File: src/rtl/gurx_pkg.sv
package gurx_pkg;
  localparam int DATA_W   = 8;
  localparam int STOP_IDX = DATA_W + 1;
  localparam int BIDX_W   = $clog2(STOP_IDX + 1);

  // ticks per bit for the selected mode
  function automatic logic [1:0] ticks_per_bit(input logic three);
    return three ? 2'd3 : 2'd2;
  endfunction

  // phase after the next tick, wrapping at the ticks-per-bit count
  function automatic logic [1:0] next_phase(input logic [1:0] ph, input logic three);
    return (ph == ticks_per_bit(three) - 2'd1) ? 2'd0 : ph + 2'd1;
  endfunction
endpackage

File: src/rtl/gurx_sync.sv
module gurx_sync (
  input  logic clk,
  input  logic rst_n,
  input  logic din,
  output logic line,
  output logic fall
);
  logic s1, s2, s3;

  always_ff @(posedge clk or negedge rst_n) begin
    if (!rst_n) begin
      s1 <= 1'b1;
      s2 <= 1'b1;
      s3 <= 1'b1;
    end else begin
      s1 <= din;
      s2 <= s1;
      s3 <= s2;
    end
  end

  assign line = s2;
  assign fall = s3 & ~s2;
endmodule

File: src/rtl/gurx_divider.sv
module gurx_divider #(
  parameter int DIV_W = 16
) (
  input  logic             clk,
  input  logic             rst_n,
  input  logic             start,
  input  logic             busy,
  input  logic [DIV_W-1:0] div_in,
  output logic [DIV_W-1:0] div_q,
  output logic [DIV_W-1:0] cnt,
  output logic             tick
);
  function automatic logic [DIV_W-1:0] eff_div(input logic [DIV_W-1:0] d);
    return (d == '0) ? DIV_W'(1) : d;
  endfunction

  logic wrap;
  assign wrap = (cnt == div_q - DIV_W'(1));
  assign tick = busy & wrap;

  always_ff @(posedge clk or negedge rst_n) begin
    if (!rst_n) begin
      div_q <= DIV_W'(1);
      cnt   <= '0;
    end else if (start) begin
      div_q <= eff_div(div_in);
      cnt   <= '0;
    end else if (!busy || wrap) begin
      cnt   <= '0;
    end else begin
      cnt   <= cnt + DIV_W'(1);
    end
  end
endmodule

File: src/rtl/gurx_frame.sv
module gurx_frame
  import gurx_pkg::*;
(
  input  logic              clk,
  input  logic              rst_n,
  input  logic              line,
  input  logic              fall,
  input  logic              mode_in,
  input  logic              tick,
  output logic              busy,
  output logic              start,
  output logic              mode_q,
  output logic              frame_end,
  output logic              abort,
  output logic [DATA_W-1:0] rx_byte,
  output logic              rx_valid,
  output logic              stab_err,
  output logic              frame_err
);
  logic [1:0]        ph, ph_n;
  logic [BIDX_W-1:0] bitk;
  logic [DATA_W-1:0] shreg;
  logic              ref_lvl, stab_on, stab_flag, viol, sample_now;

  assign ph_n       = next_phase(ph, mode_q);
  assign sample_now = busy & tick & (ph_n == ticks_per_bit(mode_q) - 2'd1);
  assign start      = ~busy & fall;
  assign abort      = sample_now & (bitk == '0) & line;
  assign frame_end  = sample_now & (bitk == BIDX_W'(STOP_IDX));
  // the bit boundary tick itself is excluded: the line may legally move there
  assign viol = busy & mode_q & stab_on & (line != ref_lvl) & ~(tick & (ph_n == 2'd0));

  always_ff @(posedge clk or negedge rst_n) begin
    if (!rst_n) begin
      busy      <= 1'b0;
      mode_q    <= 1'b0;
      ph        <= '0;
      bitk      <= '0;
      shreg     <= '0;
      ref_lvl   <= 1'b1;
      stab_on   <= 1'b0;
      stab_flag <= 1'b0;
      rx_byte   <= '0;
      rx_valid  <= 1'b0;
      stab_err  <= 1'b0;
      frame_err <= 1'b0;
    end else begin
      rx_valid  <= 1'b0;
      stab_err  <= 1'b0;
      frame_err <= 1'b0;
      if (start) begin
        busy      <= 1'b1;
        mode_q    <= mode_in;
        ph        <= '0;
        bitk      <= '0;
        stab_on   <= 1'b0;
        stab_flag <= 1'b0;
      end else if (busy) begin
        if (viol) stab_flag <= 1'b1;
        if (tick) begin
          ph <= ph_n;
          if (ph_n == 2'd0) begin
            bitk    <= bitk + BIDX_W'(1);
            stab_on <= 1'b0;
          end
          if (mode_q && ph_n == 2'd1) begin
            ref_lvl <= line;
            stab_on <= 1'b1;
          end
        end
        if (sample_now) begin
          if (bitk == '0) begin
            if (line) busy <= 1'b0;
          end else if (bitk == BIDX_W'(STOP_IDX)) begin
            busy      <= 1'b0;
            rx_byte   <= shreg;
            rx_valid  <= line;
            frame_err <= ~line;
            stab_err  <= stab_flag | viol;
          end else begin
            shreg <= {line, shreg[DATA_W-1:1]};
          end
        end
      end
    end
  end
endmodule

File: src/rtl/gated_uart_rx.sv
module gated_uart_rx #(
  parameter int DIV_W = 16
) (
  input  logic             clk,
  input  logic             rst_n,
  input  logic [DIV_W-1:0] divisor,
  input  logic             tick3_mode,
  input  logic             rx_line,
  output logic [7:0]       rx_byte,
  output logic             rx_valid,
  output logic             stab_err,
  output logic             frame_err
);
  logic             line_s, line_fall;
  logic             busy, start, tick, mode_q, frame_end, abort;
  logic [DIV_W-1:0] div_q, div_cnt;

  gurx_sync u_sync (
    .clk  (clk),
    .rst_n(rst_n),
    .din  (rx_line),
    .line (line_s),
    .fall (line_fall)
  );

  gurx_divider #(.DIV_W(DIV_W)) u_div (
    .clk   (clk),
    .rst_n (rst_n),
    .start (start),
    .busy  (busy),
    .div_in(divisor),
    .div_q (div_q),
    .cnt   (div_cnt),
    .tick  (tick)
  );

  gurx_frame u_frame (
    .clk      (clk),
    .rst_n    (rst_n),
    .line     (line_s),
    .fall     (line_fall),
    .mode_in  (tick3_mode),
    .tick     (tick),
    .busy     (busy),
    .start    (start),
    .mode_q   (mode_q),
    .frame_end(frame_end),
    .abort    (abort),
    .rx_byte  (rx_byte),
    .rx_valid (rx_valid),
    .stab_err (stab_err),
    .frame_err(frame_err)
  );
endmodule

File: config.mk
export PLATFORM = sky130hd
export DESIGN_NAME = gated_uart_rx
export DESIGN_NICKNAME = d
export VERILOG_FILES = /design/src/rtl/gurx_pkg.sv /design/src/rtl/gurx_sync.sv /design/src/rtl/gurx_divider.sv /design/src/rtl/gurx_frame.sv /design/src/rtl/gated_uart_rx.sv
export SDC_FILE = /design/constraint.sdc
export NUM_CORES = 1
export LEC_CHECK = 0
export ABC_AREA = 1
export BUFFER_PORTS_ARGS = -buffer_cell sky130_fd_sc_hd__buf_2
export CORE_MARGIN = 2
export CORE_UTILIZATION = 30
export CTS_BUF_LIST = sky130_fd_sc_hd__clkbuf_8 sky130_fd_sc_hd__clkbuf_16
export DETAILED_ROUTE_END_ITERATION = 6
export GPL_TIMING_DRIVEN = 0
export PLACE_DENSITY = 0.48
export REMOVE_ABC_BUFFERS = 1
export SYNTH_ARGS = -nofsm -noshare
export SYNTH_HDL_FRONTEND = slang
export SYNTH_SLANG_ARGS = --single-unit
File: constraint.sdc
create_clock -name clk -period 4 [get_ports clk]
set_input_delay 0.6 -clock clk [delete_from_list [all_inputs] [get_ports clk]]
set_output_delay 0.6 -clock clk [all_outputs]
set_load 0.03 [all_outputs]
==> out/metrics.cfg <==
[critical_path]
r2r-start=u_div.div_q[0]
crit_type=flip-flop to flip-flop
r2r_slack_ns=1.36
worst-path-max-fanout=11
ff2ff_path_depth=11
worstPathRequired_ns=4.21
reg2reg_to=u_frame.rx_byte[5]
start_kind=flip-flop
arrival_ns=2.85
worst_setup_path_startpoint=u_div.div_q[0]
end_kind=flip-flop

[hold_path]
hp-class=input pin to asynchronous set/reset pin

[global_routing]
grt_max_degree=66
grt_pass1_wl_um=14400
grt_pass1_vias=3116
gr-total-overflow=0
grt.total_usage_pct=14.1
grt_antenna_before_repair=0

[final_layout]
area_growth_pct=16.7
diodes=0
drive_above_1_share_pct=15.7
layout.nets=518
fillers=1257
fin_util_pct=35.5

[drt]
vias=2947
final_antenna_net_count=0
drtIter0Drc=137
drcViolationCount=0
firstDrtPassIters=4
wirelength_um=8240
avgViaCountPerCell=4.57
wire_per_inst_um=12.8

[place]
hpwl_um=6180
pre_cts_ws_ns=1.30
gp_congestion=0.807
portBuffers=30

[yosys]
ys_seq_area_share_pct=45.3
synth_seq_cells=65
synth_top_cell_area_share_pct=41.7
synthMuxAreaShare_pct=0
synth-simple-area-share_pct=35.9
yosys.area.top_type=dfrtp_1
synthAdderAreaFrac_pct=1.74
synth_compound_area_share_pct=3.85
synthTopCellsByArea=dfrtp_1, nand2_1, nand3_1
avgSynthCellArea_um2=7.85
synth_cell_type_count=35
syn_area_um2=3600
synth-xor-area-share_pct=6.80
synth_top_family_by_area=simple AND/OR/NAND/NOR gates
yosys_warnings=0
syn-instance-count=459

[run]
cap_violations=0

[timing]
finalWorstSetupSlack_ns=1.36
maxSlewViolCount=0
max_slew_margin_pct=43.8
fin_crit_sh_pct=65.9
fmax_mhz=379
tightest_slew_ns=0.843
setup_viol=0
rsz0062_at_grt=no
min_period_ns=2.64
hold_viol_final=0
fin_skew_ns=0.00665
fin_setup_tns_ns=0

[clock_network]
ctsResizeCount=0
clkTransAtPathRegs_ns=0.06
insertion_delay_ns=0.33
clk_path_buf_depth=2
cts_root_buf=clkbuf_16
cts_setup_buffers=0
cts_hold_buf=0
h-tree-depth=3
cts_tree=built
cts.sinks=65
cts_made_buffers=9

[power_and_ir_drop]
power_density_nw_per_um2=486
ir_worst_vdd_mv=0.175
p_leak_nw=2.13
p_total_mw=2.04

[floorplan]
start_util_pct=30.4
dieArea_um2=12900
ios=31
dieWidth_um=114
fp.dieH_um=114
fp.coreArea_um2=11900
rows=40

[outcome]
status=finished clean

## cell usage after synthesis
cell type and instances:
inv_2 2, nor2_8 1, a21o_1 1, nand2_2 7, o21ai_1 1, buf_4 1, nand2_4 2, a31oi_1 1
o21ai_0 14, nor3_1 7, nand3b_1 4, inv_1 43, xor2_1 14, o21bai_1 1, buf_6 2, and2_1 1
clkbuf_2 1, ha_1 5, nand2_1 126, nor2_4 5, nand4_1 14, clkinv_1 3, dfstp_2 5, nor2_1 52
dfrtp_1 60, nor3_2 1, nand3_1 46, nand3_2 1, a22oi_1 1, nor4_1 5, clkbuf_1 4, xnor2_1 14
and3_1 1, a21oi_1 7, nor2_2 6
## cell type report
type | instances | area, um2 | area share (%)
multi-input cells | 338 | 1740 | 41.5
flip-flops and latches | 65 | 1630 | 38.8
clock buffers | 10 | 239 | 5.68
well taps | 147 | 184 | 4.37
inverters | 48 | 180 | 4.28
repair buffers | 31 | 168 | 3.99
clock inverters | 6 | 57.6 | 1.37
## per-layer routing
metal,wire [um],vias to the layer above,track usage (%)
li1,-,1533,-
met1,4160,1373,18.2
met2,3720,32,23.6
met3,240,9,3.24
met4,115,0,4.39
met5,0,-,0
## cell usage in the layout, fill, tap and decap left out, drive strengths merged
cell type  count
buf           31
a22oi          1
xor2          14
dfstp          5
nand4         14
nand2        135
o21ai         15
bufinv         1
ha             5
dfrtp         60
nor3           8
nand3         47
and2           1
xnor2         14
o21bai         1
inv           45
nor4           5
a21o           1
a21oi          7
nor2          64
clkbuf        10
a31oi          1
nand3b         4
clkinvlp       1
clkinv         7
and3           1
## through the flow
stage          std cells  area [um2]  hold WS, ns
6_report             645        4210        0.347
3_3_place_gp         628        3890        0.347
2_1_floorplan        451        3550        0.304
4_1_cts              645        4210        0.352
3_5_place_dp         629        3910        0.347
5_1_grt              645        4210        0.359
## worst max path at each step
| stage | slack (ns) | cells past startpoint | to |
|---|---|---|---|
| 6_report | 1.36 | 11 | u_frame.rx_byte[5] |
| 5_1_grt | 1.07 | 11 | u_frame.rx_byte[2] |
| 4_1_cts | 1.27 | 10 | u_frame.rx_valid |
| 3_5_place_dp | 1.30 | 10 | u_frame.rx_valid |
| 3_3_place_gp | 0.35 | 5 | u_frame.bitk[1] |
| 2_1_floorplan | 1.67 | 5 | u_frame.bitk[1] |
## cell families (layout without fill, tap and decap cells)
| kind of cell | after synthesis | after routing |
|---|---|---|
| XOR/XNOR | 28 | 28 |
| AND/OR/NAND/NOR | 279 | 279 |
| buffers and inverters | 56 | 95 |
| adder cells (fa/ha/maj) | 5 | 5 |
| flip-flops | 65 | 65 |
| AO/OA/AOI/OAI | 26 | 26 |
## worst max-delay path, cell delays in order, from the launching register on
cell	delay, ns
dfstp_2	0.54
inv_2	0.06
ha_1	0.30
xnor2_1	0.22
xor2_1	0.22
nand3_1	0.15
inv_1	0.07
nand2_1	0.05
nor2_1	0.21
nand4_1	0.45
nand2_1	0.17
nand2_1	0.07
## sequential cells by signal (all words and copies together) (netlist names), 2 cells and up
name             flops
u_frame.rx_byte      8
u_div.cnt           16
u_frame.ph           2
u_frame.shreg        8
u_div.div_q         16
u_frame.bitk         4
## where the power goes
part | switching [mW] | internal [mW]
Combinational | 0.255 | 0.174
Clock | 0.286 | 0.494
Sequential | 0.0987 | 0.736
No activity file was read; power rests on OpenSTA's default activity.
